File: src/rtl/lu_pkg.sv
package lu_pkg;
    localparam int unsigned RS_LSB    = 21;
    localparam int unsigned RT_LSB    = 16;
    localparam int unsigned MEMRD_BIT = 0;
endpackage

File: src/rtl/lu_detect.sv
module lu_detect #(
    parameter int unsigned AW = 5
) (
    input  logic          clk,
    input  logic          rst_n,
    input  logic          ex_mem_read,
    input  logic [AW-1:0] ex_dst,
    input  logic [AW-1:0] id_src_a,
    input  logic [AW-1:0] id_src_b,
    input  logic          id_uses_b,
    output logic          hazard
);
    logic dst_live;
    logic hit_a;
    logic hit_b;

    always_comb begin
        dst_live = ex_mem_read && (ex_dst != '0);
        hit_a    = (ex_dst == id_src_a);
        hit_b    = id_uses_b && (ex_dst == id_src_b);
        hazard   = dst_live && (hit_a || hit_b);
    end

    assert_zero_dst_R7: assert property (@(posedge clk) disable iff (!rst_n)
        (ex_dst == '0) |-> !hazard);
    assert_no_load_R9: assert property (@(posedge clk) disable iff (!rst_n)
        !ex_mem_read |-> !hazard);
endmodule

File: src/rtl/lu_front.sv
module lu_front #(
    parameter int unsigned PC_W    = 32,
    parameter int unsigned INSTR_W = 32,
    parameter int unsigned PC_STEP = 4
) (
    input  logic               clk,
    input  logic               rst_n,
    input  logic               hold,
    input  logic [INSTR_W-1:0] fetch_instr,
    output logic [PC_W-1:0]    pc_q,
    output logic [INSTR_W-1:0] instr_q
);
    localparam logic [PC_W-1:0] STEP = PC_W'(PC_STEP);

    typedef struct packed {
        logic [PC_W-1:0]    pc;
        logic [INSTR_W-1:0] instr;
    } front_t;

    front_t st_d, st_q;

    always_comb begin
        st_d = st_q;
        if (!hold) begin
            st_d.pc    = st_q.pc + STEP;
            st_d.instr = fetch_instr;
        end
    end

    always_ff @(posedge clk) begin
        if (!rst_n) st_q <= '0;
        else        st_q <= st_d;
    end

    assign pc_q    = st_q.pc;
    assign instr_q = st_q.instr;

    assert_pc_hold_R2: assert property (@(posedge clk) disable iff (!rst_n)
        hold |=> $stable(st_q.pc));
    assert_ifid_hold_R3: assert property (@(posedge clk) disable iff (!rst_n)
        hold |=> $stable(st_q.instr));
endmodule

File: src/rtl/lu_idex.sv
module lu_idex #(
    parameter int unsigned CTRL_W = 8,
    parameter int unsigned AW     = 5
) (
    input  logic              clk,
    input  logic              rst_n,
    input  logic              bubble,
    input  logic [CTRL_W-1:0] dec_ctrl,
    input  logic [AW-1:0]     dec_dst,
    output logic [CTRL_W-1:0] ex_ctrl_q,
    output logic [AW-1:0]     ex_dst_q,
    output logic [CTRL_W-1:0] mem_ctrl_q,
    output logic [CTRL_W-1:0] wb_ctrl_q
);
    typedef struct packed {
        logic [CTRL_W-1:0] ex_ctrl;
        logic [AW-1:0]     ex_dst;
        logic [CTRL_W-1:0] mem_ctrl;
        logic [CTRL_W-1:0] wb_ctrl;
    } back_t;

    back_t st_d, st_q;

    always_comb begin
        st_d          = st_q;
        st_d.ex_ctrl  = bubble ? '0 : dec_ctrl;
        st_d.ex_dst   = dec_dst;
        st_d.mem_ctrl = st_q.ex_ctrl;
        st_d.wb_ctrl  = st_q.mem_ctrl;
    end

    always_ff @(posedge clk) begin
        if (!rst_n) st_q <= '0;
        else        st_q <= st_d;
    end

    assign ex_ctrl_q  = st_q.ex_ctrl;
    assign ex_dst_q   = st_q.ex_dst;
    assign mem_ctrl_q = st_q.mem_ctrl;
    assign wb_ctrl_q  = st_q.wb_ctrl;

    assert_bubble_zero_R4: assert property (@(posedge clk) disable iff (!rst_n)
        bubble |=> (ex_ctrl_q == '0));
    assert_back_advance_R5: assert property (@(posedge clk) disable iff (!rst_n)
        rst_n |=> (wb_ctrl_q == $past(mem_ctrl_q)));
endmodule

File: src/rtl/lu_stall_unit.sv
module lu_stall_unit #(
    parameter int unsigned PC_W    = 32,
    parameter int unsigned INSTR_W = 32,
    parameter int unsigned CTRL_W  = 8,
    parameter int unsigned AW      = 5,
    parameter int unsigned PC_STEP = 4
) (
    input  logic               clk,
    input  logic               rst_n,
    input  logic [INSTR_W-1:0] fetch_instr,
    input  logic [CTRL_W-1:0]  dec_ctrl,
    input  logic               dec_uses_rt,
    output logic [PC_W-1:0]    pc_q,
    output logic [INSTR_W-1:0] ifid_instr_q,
    output logic [CTRL_W-1:0]  idex_ctrl_q,
    output logic [AW-1:0]      idex_rt_q,
    output logic [CTRL_W-1:0]  exmem_ctrl_q,
    output logic [CTRL_W-1:0]  memwb_ctrl_q,
    output logic               pc_write,
    output logic               ifid_write,
    output logic               idex_bubble
);
    import lu_pkg::*;

    logic          stall;
    logic [AW-1:0] id_rs;
    logic [AW-1:0] id_rt;

    assign id_rs = ifid_instr_q[RS_LSB +: AW];
    assign id_rt = ifid_instr_q[RT_LSB +: AW];

    lu_detect #(.AW(AW)) u_detect (
        .clk         (clk),
        .rst_n       (rst_n),
        .ex_mem_read (idex_ctrl_q[MEMRD_BIT]),
        .ex_dst      (idex_rt_q),
        .id_src_a    (id_rs),
        .id_src_b    (id_rt),
        .id_uses_b   (dec_uses_rt),
        .hazard      (stall)
    );

    lu_front #(.PC_W(PC_W), .INSTR_W(INSTR_W), .PC_STEP(PC_STEP)) u_front (
        .clk         (clk),
        .rst_n       (rst_n),
        .hold        (stall),
        .fetch_instr (fetch_instr),
        .pc_q        (pc_q),
        .instr_q     (ifid_instr_q)
    );

    lu_idex #(.CTRL_W(CTRL_W), .AW(AW)) u_idex (
        .clk        (clk),
        .rst_n      (rst_n),
        .bubble     (stall),
        .dec_ctrl   (dec_ctrl),
        .dec_dst    (id_rt),
        .ex_ctrl_q  (idex_ctrl_q),
        .ex_dst_q   (idex_rt_q),
        .mem_ctrl_q (exmem_ctrl_q),
        .wb_ctrl_q  (memwb_ctrl_q)
    );

    assign pc_write    = !stall;
    assign ifid_write  = !stall;
    assign idex_bubble = stall;

    assert_one_cycle_R6: assert property (@(posedge clk) disable iff (!rst_n)
        idex_bubble |=> !idex_bubble);
    assert_rs_hit_R1: assert property (@(posedge clk) disable iff (!rst_n)
        (idex_ctrl_q[MEMRD_BIT] && (idex_rt_q != '0) && (idex_rt_q == id_rs)) |-> !pc_write);
endmodule

File: config.mk
export PLATFORM = sky130hd
export DESIGN_NAME = lu_stall_unit
export DESIGN_NICKNAME = d
export VERILOG_FILES = /design/src/rtl/lu_pkg.sv /design/src/rtl/lu_detect.sv /design/src/rtl/lu_front.sv /design/src/rtl/lu_idex.sv /design/src/rtl/lu_stall_unit.sv
export SDC_FILE = /design/constraint.sdc
export NUM_CORES = 1
export LEC_CHECK = 0
export ABC_CLOCK_PERIOD_IN_PS = 2600
export BUFFER_PORTS_ARGS = -buffer_cell sky130_fd_sc_hd__buf_4
export CORE_AREA = 4 4 90 92
export CTS_BUF_LIST = sky130_fd_sc_hd__clkbuf_8
export DETAILED_ROUTE_END_ITERATION = 10
export DIE_AREA = 0 0 94 96
export MAX_ROUTING_LAYER = met4
export PLACE_DENSITY = 0.81
export SLEW_MARGIN = 20
export SYNTH_ARGS = -nofsm -noshare
export SYNTH_HDL_FRONTEND = slang
export SYNTH_SLANG_ARGS = --single-unit
File: constraint.sdc
create_clock -name clk -period 2.6 [get_ports clk]
set_input_delay 0.65 -clock clk [delete_from_list [all_inputs] [get_ports clk]]
set_output_delay 0.65 -clock clk [all_outputs]
set_load 0.01 [all_outputs]
==> flow_summary.yaml <==
layout:
  num-fill-cells: 596
  nets: 577
  multi_input_area_um2: 1590
  syn_to_final_growth_pct: 36.1
  finish.instance_area_um2: 4850
  antenna-diode-count: 0
  utilization_pct: 67.3
  instances_no_fill: 637
  layout-drive-gt1-share_pct: 32.9
  ff_latch_area_um2: 1830
routing:
  wl_per_cell_um: 15.0
  drcViolationCount: 0
  drt-total-wl_mm: 9.58
  drtAntennaViolNets: 0
  viasPerCell: 5.15
  dr.pass1.iters: 4
  vias: 3283
  drtIter0Drc: 86
run:
  max_cap_violations: 0
clock_tree:
  tritoncts: "done"
  cts_hold_buf: 0
  clock_sinks: 91
  clock_path_buffers: 2
  cts.clk_slew.worst_paths_ns: 0.09
  cts-root-buf: "clkbuf_8"
  htreeDepth: 3
  cts_made_buffers: 9
  clk_latency_ns: 0.36
sta:
  final_hold_viol_count: 0
  period_share_pct: 96.6
  period_needed_ns: 2.51
  setup_slack_ns: 0.0875
  max_freq_mhz: 398
  holdWs_ns: 0.455
  clock_skew_ns: 0.0113
  max_slew_margin_pct: 54.6
  finalSetupTns_ns: 0
  final_max_slew_viol_count: 0
  tightest_slew_ns: 0.677
  setup_viol: 0
synthesis:
  synth_top_area_cell: "dfxtp_1"
  synth-edff-count: 0
  ys_ff_latch: 91
  synth-seq-area-share_pct: 51.1
  synthCells: 406
  syn_area_um2: 3570
  synthTopCellsByArea: "dfxtp_1 (51%), nand2_1 (8.7%), a21oi_1 (6.6%)"
  synthDistinctLibCells: 41
  synth.avg_cell_area_um2: 8.78
  ys_warn_count: 0
  synth_flop_cell: "dfxtp_1"
  async_reset_ff_share_pct: 0
  yosysTopAreaCellShare_pct: 51.1
power_and_ir_drop:
  power.leakage_nw: 2.18
  peakVddDrop_mv: 0.249
  power_density_nw_per_um2: 560
  total_power_mw: 2.72
worst_setup_path:
  critical_path_class: "flip-flop to output pin"
  slowest_delay_ns: 0.36
  worstPathRequired_ns: 1.95
  cp.arrival_ns: 1.86
  critPathLaunchType: "flip-flop"
  cp_slowest_cell: "dfxtp_1"
  cp-end-kind: "output pin"
  critPathMaxFanout: 5
  crit_chain: "xor2_1 > nor4_2 > a32oi_2 > or2_4 > inv_2 > buf_4"
floorplan:
  dieArea_um2: 9020
  std_cell_rows: 31
  die_h_um: 96
  pin_count: 139
  die_w_um: 94
  core_um2: 7210
  initial_core_util_pct: 49.4
global_routing:
  grt_pass1_vias: 3107
  grt-ovfl-total: 0
  grt_usage_pct: 22.0
  grt_max_degree: 49
  antenna_found_initial: 0
  grt_pass1_wl_mm: 15.1
placement:
  port_buffers: 136
  placedCellCount: 620
  gp_congestion: 0.826
  place_ws_ns: 0.323
  placed_area_um2: 4650
  place_hpwl_mm: 7.04
min_path:
  hp-class: "flip-flop to flip-flop"
outcome:
  outcome: "complete, no violations"
[kinds of logic after synthesis]
group | after synthesis | synth area share, %
compound gates | 72 | 12.1
xor+xnor | 16 | 3.93
fa+ha+maj | 1 | 0.351
buf+inv | 36 | 4.74
flops | 91 | 51.1
mux | 7 | 1.96
other cells | 1 | 0.105
simple gates | 182 | 25.7
[critical path, delay by kind of cell, from the launching register on]
kind	cells	cell delay [ns]
buf+inv	2	0.19
compound gates	1	0.16
xor+xnor	1	0.19
simple gates	2	0.61
flops	1	0.36
[synth_stat cells, drive strengths merged, types with 2 or more instances]
master	count
dfxtp	91
or2	2
and3	11
mux2i	7
buf	15
nand3	9
o21a	2
or3	4
xnor2	2
nand2	83
clkbuf	17
o31ai	10
nand2b	8
inv	4
nand4	10
o2111ai	3
a21oi	47
xor2	14
nor2	12
o21ai	6
and2	21
or4	11
nor3	4
nor4	6
[final cells by class]
cell class	instances	share of cell area [%]
Tap cell	99	2.55
Multi-Input combinational cell	280	32.7
Sequential cell	91	37.6
Timing Repair Buffer	147	23.0
Clock buffer	11	3.12
Inverter	4	0.309
Clock inverter	5	0.722
[sequential cells by signal, summed over array words and instances (netlist names)]
signal / cells
u_front.pc_q: 30
u_idex.wb_ctrl_q: 8
u_idex.ex_dst_q: 5
u_idex.ex_ctrl_q: 8
u_idex.mem_ctrl_q: 8
u_front.instr_q: 32
[path summary, 6_finish.rpt]
kind | slack (ns) | to | cells past startpoint | from
max | 0.09 | idex_bubble | 6 | u_front.instr_q[19]
max reg2reg | 0.30 | u_front.pc_q[25] | 8 | u_front.instr_q[19]
min reg2reg | 0.46 | u_front.instr_q[6] | 2 | u_front.instr_q[6]
min | 0.46 | u_front.instr_q[6] | 2 | u_front.instr_q[6]
[placed cells by master, fill, tap and decap left out, types with 4 or more instances in the layout]
master	count
buf_4	146
dfxtp_1	88
nand2_1	83
a21oi_1	47
and2_1	21
xor2_1	14
nor2_1	12
and3_1	11
clkbuf_8	11
o31ai_1	10
or4_1	10
nand4_1	9
nand3_1	9
nand2b_1	8
mux2i_1	7
nor4_1	5
nor3_1	4
o21ai_0	4
[report_power, final]
part | switching, mW | internal (mW) | leakage [nW]
combinational | 0.160 | 0.170 | 1.34
sequential | 0.0409 | 1.45 | 0.748
clock | 0.495 | 0.402 | 0.0957
total | 0.696 | 2.02 | 2.18
[per-layer routing]
layer / routed length (µm) / track usage, % / vias up
met5: 0 / - / -
met1: 3910 / 26.2 / 1521
met3: 600 / 5.08 / 16
met2: 4860 / 36.3 / 112
met4: 213 / 8.90 / 0
li1: - / - / 1634
[repair_timing]
item	4_1_cts	5_1_grt
resized for setup	2	3
endpoints found under the setup margin	3	3
endpoints found under the hold margin	0	0
pin swaps	0	2
setup buffers	0	1
Note: power is estimated with default switching activity, not from simulation.
